**config.mk**
```make
export PLATFORM = sky130hd
export DESIGN_NAME = vsync_extract
export DESIGN_NICKNAME = d
export VERILOG_FILES = /design/src/rtl/vsx_pkg.sv /design/src/rtl/vsx_rst_sync.sv /design/src/rtl/vsx_run_meter.sv /design/src/rtl/vsx_fire_ctrl.sv /design/src/rtl/vsync_extract.sv
export SDC_FILE = /design/constraint.sdc
export NUM_CORES = 1
export LEC_CHECK = 0
export BUFFER_PORTS_ARGS = -buffer_cell sky130_fd_sc_hd__buf_2
export CAP_MARGIN = 20
export CORE_UTILIZATION = 61
export DETAILED_ROUTE_END_ITERATION = 10
export PLACE_DENSITY = 0.84
export SLEW_MARGIN = 10
export SYNTH_ARGS = -nofsm -noshare
export SYNTH_HDL_FRONTEND = slang
export SYNTH_SLANG_ARGS = --single-unit
```
**constraint.sdc**
```tcl
create_clock -name clk -period 1.1 [get_ports clk]
set_input_delay 0.055 -clock clk [delete_from_list [all_inputs] [get_ports clk]]
set_output_delay 0.055 -clock clk [all_outputs]
set_load 0.02 [all_outputs]
```
**src/rtl/vsx_pkg.sv**
```systemverilog
package vsx_pkg;

  typedef enum logic [1:0] {
    ST_ARMED = 2'd0,
    ST_HOLD  = 2'd1,
    ST_LOCK  = 2'd2
  } fire_st_e;

  // Convert a duration in nanoseconds to whole clock cycles.
  function automatic int unsigned ns_to_cycles(input int unsigned ns,
                                               input int unsigned mhz);
    return (ns * mhz) / 1000;
  endfunction

endpackage

```
**src/rtl/vsx_rst_sync.sv**
```systemverilog
module vsx_rst_sync #(
  parameter int unsigned STAGES = 2
) (
  input  logic clk,
  input  logic arst_n,
  output logic srst_n
);

  logic [STAGES-1:0] chain_q;

  always_ff @(posedge clk or negedge arst_n) begin
    if (!arst_n) chain_q <= '0;
    else         chain_q <= {chain_q[STAGES-2:0], 1'b1};
  end

  assign srst_n = chain_q[STAGES-1];

endmodule

```
**src/rtl/vsx_run_meter.sv**
```systemverilog
module vsx_run_meter #(
  parameter int unsigned BROAD_CYC = 159,
  parameter int unsigned TMO_CYC   = 600
) (
  input  logic clk,
  input  logic rst_n,
  input  logic csync_n,
  output logic rise_broad,
  output logic tmo_hit
);

  localparam int unsigned RUN_W = $clog2(TMO_CYC + 1);
  localparam logic [RUN_W-1:0] RUN_MAX   = RUN_W'(TMO_CYC);
  localparam logic [RUN_W-1:0] BROAD_V   = RUN_W'(BROAD_CYC);
  localparam logic [RUN_W-1:0] TMO_LAST  = RUN_W'(TMO_CYC - 1);

  logic             in_q, in_d;
  logic [RUN_W-1:0] run_q, run_d;
  logic             run_en;

  // Next-state: count consecutive low samples, saturating at the timeout.
  always_comb begin
    in_d   = csync_n;
    run_en = !in_q && (run_q != RUN_MAX);
    run_d  = run_q;
    if (in_q)        run_d = '0;
    else if (run_en) run_d = run_q + RUN_W'(1);
  end

  always_ff @(posedge clk or negedge rst_n) begin
    if (!rst_n) begin
      in_q  <= 1'b1;
      run_q <= '0;
    end else begin
      in_q  <= in_d;
      run_q <= run_d;
    end
  end

  // First high sample after a long enough low stretch.
  assign rise_broad = in_q && (run_q >= BROAD_V);
  // Last cycle before the low stretch reaches the timeout length.
  assign tmo_hit    = !in_q && (run_q == TMO_LAST);

  AST_RUN_CLEAR: assert property (@(posedge clk) disable iff (!rst_n)
    (in_q && $past(in_q)) |-> (run_q == '0)) else $error("run counter kept value while input high");

  AST_TMO_SINGLE: assert property (@(posedge clk) disable iff (!rst_n)
    tmo_hit |=> !tmo_hit) else $error("timeout strobe lasted two cycles");

endmodule

```
**src/rtl/vsx_fire_ctrl.sv**
```systemverilog
module vsx_fire_ctrl
  import vsx_pkg::*;
#(
  parameter int unsigned PULSE_CYC = 300,
  parameter int unsigned LOCK_CYC  = 4000
) (
  input  logic clk,
  input  logic rst_n,
  input  logic trig,
  output logic vsync_n
);

  localparam int unsigned CNT_MAX = (PULSE_CYC > LOCK_CYC) ? PULSE_CYC : LOCK_CYC;
  localparam int unsigned CNT_W   = $clog2(CNT_MAX + 1);
  localparam logic [CNT_W-1:0] PULSE_LD = CNT_W'(PULSE_CYC - 1);
  localparam logic [CNT_W-1:0] LOCK_LD  = CNT_W'(LOCK_CYC - 1);
  localparam logic [CNT_W-1:0] PULSE_V  = CNT_W'(PULSE_CYC);
  localparam logic [CNT_W-1:0] LOCK_V   = CNT_W'(LOCK_CYC);
  localparam logic [CNT_W-1:0] SAT_V    = CNT_W'(CNT_MAX);

  fire_st_e         st_q, st_d;
  logic [CNT_W-1:0] cnt_q, cnt_d;
  logic             vs_q, vs_d;
  logic             cnt_en;

  always_comb begin
    st_d   = st_q;
    cnt_d  = cnt_q;
    vs_d   = vs_q;
    cnt_en = 1'b0;
    unique case (st_q)
      ST_ARMED: if (trig) begin
        st_d  = ST_HOLD;
        cnt_d = PULSE_LD;
        vs_d  = 1'b0;
      end
      ST_HOLD: if (cnt_q == '0) begin
        st_d  = ST_LOCK;
        cnt_d = LOCK_LD;
        vs_d  = 1'b1;
      end else begin
        cnt_en = 1'b1;
      end
      ST_LOCK: if (cnt_q == '0) st_d = ST_ARMED;
               else             cnt_en = 1'b1;
      default: begin
        st_d = ST_ARMED;
        vs_d = 1'b1;
      end
    endcase
    if (cnt_en) cnt_d = cnt_q - CNT_W'(1);
  end

  always_ff @(posedge clk or negedge rst_n) begin
    if (!rst_n) begin
      st_q  <= ST_ARMED;
      cnt_q <= '0;
      vs_q  <= 1'b1;
    end else begin
      st_q  <= st_d;
      cnt_q <= cnt_d;
      vs_q  <= vs_d;
    end
  end

  assign vsync_n = vs_q;

  // Checker state: length of the current low pulse and of the high gap.
  logic [CNT_W-1:0] low_len, gap_len;
  always_ff @(posedge clk or negedge rst_n) begin
    if (!rst_n) begin
      low_len <= '0;
      gap_len <= LOCK_V;
    end else begin
      low_len <= vsync_n ? '0 : ((low_len == SAT_V) ? low_len : low_len + CNT_W'(1));
      gap_len <= !vsync_n ? '0 : ((gap_len >= LOCK_V) ? gap_len : gap_len + CNT_W'(1));
    end
  end

  AST_FIRE_CAUSE: assert property (@(posedge clk) disable iff (!rst_n)
    $fell(vsync_n) |-> $past(trig)) else $error("output fell without a trigger");

  AST_PULSE_WIDTH: assert property (@(posedge clk) disable iff (!rst_n)
    $rose(vsync_n) |-> (low_len == PULSE_V)) else $error("pulse width wrong");

  AST_LOCK_GAP: assert property (@(posedge clk) disable iff (!rst_n)
    $fell(vsync_n) |-> (gap_len >= LOCK_V)) else $error("fired inside lockout");

endmodule

```
**src/rtl/vsync_extract.sv**
```systemverilog
module vsync_extract
  import vsx_pkg::*;
#(
  parameter int unsigned CLK_MHZ    = 10,
  parameter int unsigned BROAD_NS   = 15_900,
  parameter int unsigned TIMEOUT_NS = 60_000,
  parameter int unsigned PULSE_NS   = 30_000,
  parameter int unsigned LOCKOUT_NS = 400_000
) (
  input  logic clk,
  input  logic rst_n,
  input  logic csync_n,
  output logic vsync_n
);

  localparam int unsigned BROAD_CYC = ns_to_cycles(BROAD_NS,   CLK_MHZ);
  localparam int unsigned TMO_CYC   = ns_to_cycles(TIMEOUT_NS, CLK_MHZ);
  localparam int unsigned PULSE_CYC = ns_to_cycles(PULSE_NS,   CLK_MHZ);
  localparam int unsigned LOCK_CYC  = ns_to_cycles(LOCKOUT_NS, CLK_MHZ);

  logic rst_sync_n;
  logic rise_broad, tmo_hit, trig;

  vsx_rst_sync #(.STAGES(2)) u_rst (
    .clk    (clk),
    .arst_n (rst_n),
    .srst_n (rst_sync_n)
  );

  vsx_run_meter #(.BROAD_CYC(BROAD_CYC), .TMO_CYC(TMO_CYC)) u_meter (
    .clk        (clk),
    .rst_n      (rst_sync_n),
    .csync_n    (csync_n),
    .rise_broad (rise_broad),
    .tmo_hit    (tmo_hit)
  );

  assign trig = rise_broad | tmo_hit;

  vsx_fire_ctrl #(.PULSE_CYC(PULSE_CYC), .LOCK_CYC(LOCK_CYC)) u_fire (
    .clk     (clk),
    .rst_n   (rst_sync_n),
    .trig    (trig),
    .vsync_n (vsync_n)
  );

  always @(negedge clk) begin
    if (!rst_sync_n) begin
      AST_RST_IDLE: assert (vsync_n) else $error("output active during reset");
    end
  end

endmodule

```
==> results of run 1 <==
## cells by family after synthesis
logic type | after synthesis
buf+inv | 16
fa+ha+maj | 8
other cells | 1
xor+xnor | 11
simple gates | 73
compound gates | 34
mux | 1
flops | 28
## per-stage QoR
| stage | area, sq um | TNS [ns] | instances | setup slack, ns | hold slack (ns) |
|---|---|---|---|---|---|
| floorplan | 1667 | -13.29 | 172 | -1.141 | -0.2406 |
| global placement | 2112 | -15.32 | 255 | -1.149 | -0.1605 |
| detailed placement | 2112 | -16.80 | 255 | -1.221 | -0.1579 |
## Yosys cell counts (3+ instances only)
library cell	number	area [sq um]
a211o_1	3	26.28
a21oi_1	8	40.04
buf_2	3	15.01
clkbuf_1	4	15.01
dfrtp_1	26	650.6
ha_1	8	100.1
inv_1	9	33.78
nand2_1	7	26.28
nand3_1	11	55.05
nand4_1	5	31.28
nor2_1	16	60.06
nor3_1	7	35.03
nor4_1	4	25.02
o21ai_0	7	35.03
or3_1	3	18.77
or4_1	3	22.52
xnor2_1	6	52.55
xor2_1	5	43.79
==> results.toml, run 1 <==
[placed_design]
gp_congestion = 0.8635
dp_hpwl_microns = 3366
port_buffers = 3

[logic_synthesis]
synthAdderAreaFrac_pct = 6.168
yosys_warnings = 0
ys_seq_area_share_pct = 43.33
synth_compound_area_share_pct = 14.26
syn_area_per_cell_sq_um = 9.435
synth_top_family_by_area = "simple AND/OR/NAND/NOR gates"
syn_inst = 172
yosys.area_share.simple_pct = 25.52
synth_nets = 183
synth_mux_area_share_pct = 0.6168
synth-seq-cells = 28
synthFlopType = "dfrtp_1"
ys_types = 47
synth_edf_count = 0
synth-xor-area-share_pct = 5.937
syn_area_sq_um = 1623
synthArstFlopShare_pct = 100.0

[clock_network]
htree_levels = 1
cts_setup_buffers = 23
cts-hold-fix-buffers = 3
cts_resized = 54
cts.sink_count = 28
cts_buffers = 3
root_buffer = "clkbuf_4"
clk_path_buf_depth = 2

[floorplan]
ioPinCount = 4
rows = 18
die_h_microns = 53.58
start_util_pct = 64.91
die_w_microns = 53.58

[outcome]
lastStage = "4_1_cts"
outcome = "stopped before the end"
error_line = "[ERROR DPL-0038] Utilization greater than 100%, impossible to legalize"
==> run 2: changes to the inputs <==
Settings changed: CORE_UTILIZATION 61 to 40, PLACE_DENSITY 0.84 to unset, PLACE_DENSITY_LB_ADDON set to 0.15.
==> run 2 against run 1 <==
Net effect:
- the flow now finishes, with violations (negative setup slack)
- synthesized area is the same
- synthesized cell count is the same
==> results.toml, run 2 <==
[outcome]
outcome = "finished, violations left"
violations = "negative setup slack"

[drt]
drtIter0Drc = 30
wl_met3_microns = 54
dr.max_layer_used = "met4"
wl_microns = 4316
routed-wl-met2_microns = 2334
remaining_drc_errors = 0
dr.pass1.iters = 4
num_vias = 1579
detail-route-antenna-nets = 0
wl_met1_microns = 1877
routed_via_density = 5.353
wl_per_cell_microns = 14.63

[pwr]
p_sw_share_pct = 20.25
sequentialPowerShare_pct = 52.7
combPwrFrac_pct = 7.0
cellPowerDensity_nw_per_um2 = 755.5
leakage_uw = 0.001188
p_sw_uw = 407.1
peakVddDrop_v = 0.0004392
pwr-share-clk_pct = 40.3
intPower_uw = 1604

[finish]
final_common_cell = "buf_4"
fin_nets = 259
diodes = 0
top_regs = "u_fire.cnt_q x12, u_meter.run_q x10"
fillCellCount = 278
largest-register = "u_fire.cnt_q"
drive_gt1_share_pct = 50.61
largest_reg_flops = 12
area_growth_pct = 63.99
final_cell_mix = "53 x buf_4, 25 x dfrtp_1, 19 x buf_6, 14 x nor2_1, 8 x nand3_1"
stdcell_count = 295

[floorplan]
ioPinCount = 4
coreArea_sq_um = 3771
die_w_microns = 65.70
die_h_microns = 65.70
die_area_sq_um = 4316
start_util_pct = 43.03
rows = 22

[worst_setup_path]
crit_path_start_kind = "flop"
cp_max_fo = 3
crit_chain = "or4_4 -> nor2_4 -> or4b_4 -> o311a_1 -> or3_1"
crit_required_ns = 1.27
crit_slowest_cell = "or4_4"
end_kind = "flop"
crit_type = "reg2reg"
r2r_start = "u_fire.cnt_q[3]$_DFFE_PN0P_"
critPathLaunch = "u_fire.cnt_q[3]$_DFFE_PN0P_"
cpPeakStageDelay_ns = 0.56
cp.arrival_ns = 2.43

[global_route]
grt_pass1_vias = 1612
overflow = 0
antenna_found_initial = 0
grt_max_degree = 27
track_usage_pct = 22.22
grt_pass1_wl_microns = 7355

[timing]
rsz0062_at_grt = "yes"
fmax_mhz = 441.8
period_share_pct = 205.7
setup_viol_count_final = 23
skew_ns = 0.003265
fin_crit_ns = 2.263
hold_viol = 0
layout_setup_ws_ns = -1.163
maxSlewViolCount = 0

[placed_design]
gp_congestion = 0.8106
dp.cells = 276
dp_hpwl_microns = 2938
dp_slack_ns = -1.178
port_buffers = 3

[clock_network]
root_buffer = "clkbuf_8"
tritoncts = "done"
htree_levels = 1
cts.sink_count = 28
clock_latency_ns = 0.28
clk_pin_slew_ns = 0.09
clk_path_buf_depth = 2
cts_buffers = 3

[logic_synthesis]
synthTopCellsByArea = "dfrtp_1 40%, ha_1 6.2%, nor2_1 3.7%"
synth_edf_count = 0
synth_most_common_cell = "dfrtp_1"
synth-seq-cells = 28
ys_seq_area_share_pct = 43.33
yosysTopAreaCell = "dfrtp_1"
synthFlopType = "dfrtp_1"
syn_area_sq_um = 1623
synthTopCellsByCount = "26 x dfrtp_1, 16 x nor2_1, 11 x nand3_1, 9 x inv_1"
synth_nets = 183
synth.top_cell.area_share_pct = 40.09
syn_area_per_cell_sq_um = 9.435
ys_types = 47
synthArstFlopShare_pct = 100.0
yosys_warnings = 0
syn_inst = 172

[flow_run]
drv_cap = 0

[hold_path]
min_path_type = "in2async"
==> run 2: cell counts after synthesis <==
Identical to the previous run, type by type.
==> run 2: power groups by stage <==
stage	sequential (uW)	clock (uW)	combinational (uW)
detailed placement	1070	0	94.2
global route	1060	863	159
finish	1060	810	141
CTS	1050	830	135
global placement	1070	0	90.8
floorplan	1090	0	31.1
==> run 2: metal layers <==
metal  global-route usage (%)  vias up
met5                        0        -
met4                    5.435        0
met3                    2.083        6
met2                    40.94       12
met1                    27.39      781
li1                         -      780
==> run 2: through the flow <==
stage / power (uW) / TNS, ns / area (sq um) / utilization, % / hold WS [ns]
floorplan: 1120 / -13.29 / 1667 / - / -0.2406
global placement: 1164 / -15.63 / 2170 / 57.53 / -0.1613
detailed placement: 1168 / -16.40 / 2170 / 57.53 / -0.1590
CTS: 2020 / -15.67 / 2507 / 66.49 / 0.07253
global route: 2085 / -17.58 / 2661 / 70.57 / 0.09609
finish: 2011 / -15.52 / 2661 / 70.57 / 0.08114
==> run 2: path summary, 6_finish.rpt <==
path | to | slack, ns | depth (start not counted)
hold reg to reg | u_fire.cnt_q[11]$_DFFE_PN0P_ | 0.24 | 1
setup reg to reg | u_fire.cnt_q[11]$_DFFE_PN0P_ | -1.16 | 5
min in group clk | u_rst.chain_q[1]$_DFF_PN0_ | 0.37 | 0
hold / removal | u_rst.chain_q[1]$_DFF_PN0_ | 0.08 | 2
max in group asynchronous | u_meter.in_q$_DFF_PN1_ | 0.57 | 1
setup / recovery | u_fire.cnt_q[11]$_DFFE_PN0P_ | -1.16 | 5
==> run 2: cells by family after synthesis <==
group           share of synthesized area [%]
xor+xnor                                5.937
other cells                            0.2311
compound gates                          14.26
buf+inv                                 3.931
fa+ha+maj                               6.168
mux                                    0.6168
flops                                   43.33
simple gates                            25.52
==> run 2: layout make-up <==
class / instances / area, sq um / share of cell area (%)
inverters: 9 / 38.79 / 1.457
clock buffers: 3 / 41.29 / 1.551
clock inverters: 1 / 30.03 / 1.128
flip-flops and latches: 28 / 704.4 / 26.47
well taps: 48 / 60.06 / 2.257
multi-input cells: 128 / 1120 / 42.08
repair buffers: 78 / 666.9 / 25.06
==> run 2: critical path, delay by kind of cell, from the launching register on <==
kind               cells  cell delay [ns]
DFF                    1             0.40
AOI/OAI and AO/OA      1             0.30
and+or+nand+nor        4             1.46
==> run 2: repair_timing <==
action,4_1_cts,5_1_grt
pin swaps,22,16
hold buffers,2,0
hold endpoints to repair,3,0
endpoints found under the setup margin,24,24
resized for setup,47,24
buffers inserted,9,11
No activity file was read; power rests on OpenSTA's default activity.
==> run 3: changes to the inputs <==
Settings changed: CORE_AREA set to 2 2 63 65, CORE_UTILIZATION 40 to unset, DIE_AREA set to 0 0 65 67, SETUP_SLACK_MARGIN set to 0.2.
==> run 3 against run 2 <==
Net effect:
- the run still ends with negative setup slack left
- sequential share of layout area rose by 0.26 points
- clock power fell by 21%
- non-clock buffer count rose by 3
- fmax fell by 0.48%
- clock skew rose by 0.0048 ns
- via count rose by 2.8%
- cell count rose by 1.0%
- combinational power rose by 37%
- highest routed layer unchanged
- worst hold slack improved by 0.016 ns
- clock-buffer cell count rose by 1
- critical path depth did not move
==> results.toml, run 3 (synthesis results as in run 2) <==
[worst_setup_path]
reg2reg_depth = 5
cp.arrival_ns = 2.43
crit_required_ns = 1.26
end_kind = "flop"
cp_max_fo = 3
crit_path_start_kind = "flop"
crit_type = "reg2reg"

[drt]
drtIter0Drc = 39
detail-route-antenna-nets = 0
dr.pass1.iters = 4
routed_via_density = 5.446
remaining_drc_errors = 0
wl_microns = 4578
num_vias = 1623
wl_per_cell_microns = 15.36

[finish]
stdcell_count = 298
drive_gt1_share_pct = 50.40
finalInstanceArea_sq_um = 2635
top_regs = "u_fire.cnt_q x12, u_meter.run_q x10"
multi_input_area_sq_um = 1089
fin_nets = 262
final_common_cell = "buf_4"
largest-register = "u_fire.cnt_q"
area_growth_pct = 62.37
regArea_sq_um = 704.4
final_cell_mix = "55 x buf_4, 25 x dfrtp_1, 22 x buf_6, 13 x nor2_1, 8 x inv_1"
diodes = 0
fillCellCount = 248
largest_reg_flops = 12

[hold_path]
min_path_type = "in2async"

[placed_design]
dp_slack_ns = -1.185
port_buffers = 3
gp_congestion = 0.8545
dp.cells = 276
placed_area_sq_um = 2186
dp_hpwl_microns = 3103

[global_route]
grt_pass1_wl_microns = 7596
grt_max_degree = 27
overflow = 0
antenna_found_initial = 0
track_usage_pct = 22.66
grt_pass1_vias = 1665

[timing]
hold-worst-slack_ns = 0.09713
maxSlewViolCount = 0
hold_viol = 0
fin_crit_ns = 2.274
fmax_mhz = 439.7
layout_setup_ws_ns = -1.174
period_share_pct = 206.7
rsz0062_at_grt = "yes"
setup_viol_count_final = 25
skew_ns = 0.008063

[clock_network]
clk_path_buf_depth = 2
tritoncts = "done"
clock_latency_ns = 0.27
cts.sink_count = 28
clk_pin_slew_ns = 0.10
root_buffer = "clkbuf_8"
cts_buffers = 3
htree_levels = 1

[pwr]
intPower_uw = 1475
sequentialPowerShare_pct = 55.9
total_power_uw = 1895
p_sw_uw = 419.5
pwr-share-clk_pct = 33.9
p_sw_share_pct = 22.14
cellPowerDensity_nw_per_um2 = 719.0
peakVddDrop_v = 0.0004118
leakage_uw = 0.001185
combPwrFrac_pct = 10.2

[outcome]
violations = "negative setup slack"
outcome = "finished, violations left"

[floorplan]
ioPinCount = 4
rows = 22
start_util_pct = 45.00
die_area_sq_um = 4355
coreArea_sq_um = 3606
die_w_microns = 65
die_h_microns = 67

[flow_run]
drv_cap = 0
## run 3: what timing repair did
| item | 4_1_cts | 5_1_grt |
|---|---|---|
| hold buffers | 2 | 0 |
| buffers inserted | 7 | 9 |
| resized for setup | 42 | 20 |
| pin swaps | 18 | 19 |
| endpoints found under the hold margin | 3 | 0 |
| endpoints found under the setup margin | 26 | 26 |
## run 3: worst paths after layout
| kind | endpoint | slack, ns | start |
|---|---|---|---|
| setup / recovery | u_fire.cnt_q[9]$_DFFE_PN0P_ | -1.17 | u_fire.cnt_q[0]$_DFFE_PN0P_ |
| hold / removal | u_rst.chain_q[0]$_DFF_PN0_ | 0.1 | rst_n |
| setup reg to reg | u_fire.cnt_q[9]$_DFFE_PN0P_ | -1.17 | u_fire.cnt_q[0]$_DFFE_PN0P_ |
| hold reg to reg | u_fire.cnt_q[8]$_DFFE_PN0P_ | 0.23 | u_rst.chain_q[1]$_DFF_PN0_ |
| max in group asynchronous | u_meter.in_q$_DFF_PN1_ | 0.57 | u_rst.chain_q[1]$_DFF_PN0_ |
| min in group clk | u_rst.chain_q[1]$_DFF_PN0_ | 0.36 | u_rst.chain_q[0]$_DFF_PN0_ |
## run 3: power groups by stage
stage          registers (uW)  clock network, uW  logic, uW
3_5_place_dp             1080                  0        103
2_1_floorplan            1090                  0       34.1
4_1_cts                  1060                667        151
3_3_place_gp             1080                  0       96.9
6_report                 1060                642        193
5_1_grt                  1060                699        211
## run 3: final cells by class
class                           instances  area share (%)
Clock buffer                            4           2.089
Tap cell                               48           2.279
Sequential cell                        28           26.73
Timing Repair Buffer                   81           26.21
Multi-Input combinational cell        128           41.31
Inverter                                9           1.377
## run 3: routing by layer
layer  up-vias  track usage, %  share of wire (%)
met5         -               0                  0
met3         8           3.041                1.4
li1        779               -                  -
met1       819           25.90                 42
met4         0           7.979                1.8
met2        17           42.91                 54
## run 3: critical path, stage by stage (launching register included)
cell and delay (ns):
dfrtp_1 0.41, or4_4 0.54, nor2_4 0.10, or4b_4 0.47, o311a_1 0.30, or3_1 0.33
## run 3: per-stage QoR
stage | setup TNS, ns | utilization [%]
floorplan | -13.25 | -
global placement | -15.50 | 60.62
detailed placement | -16.69 | 60.62
CTS | -16.95 | 68.88
global route | -20.23 | 73.07
finish | -18.31 | 73.07
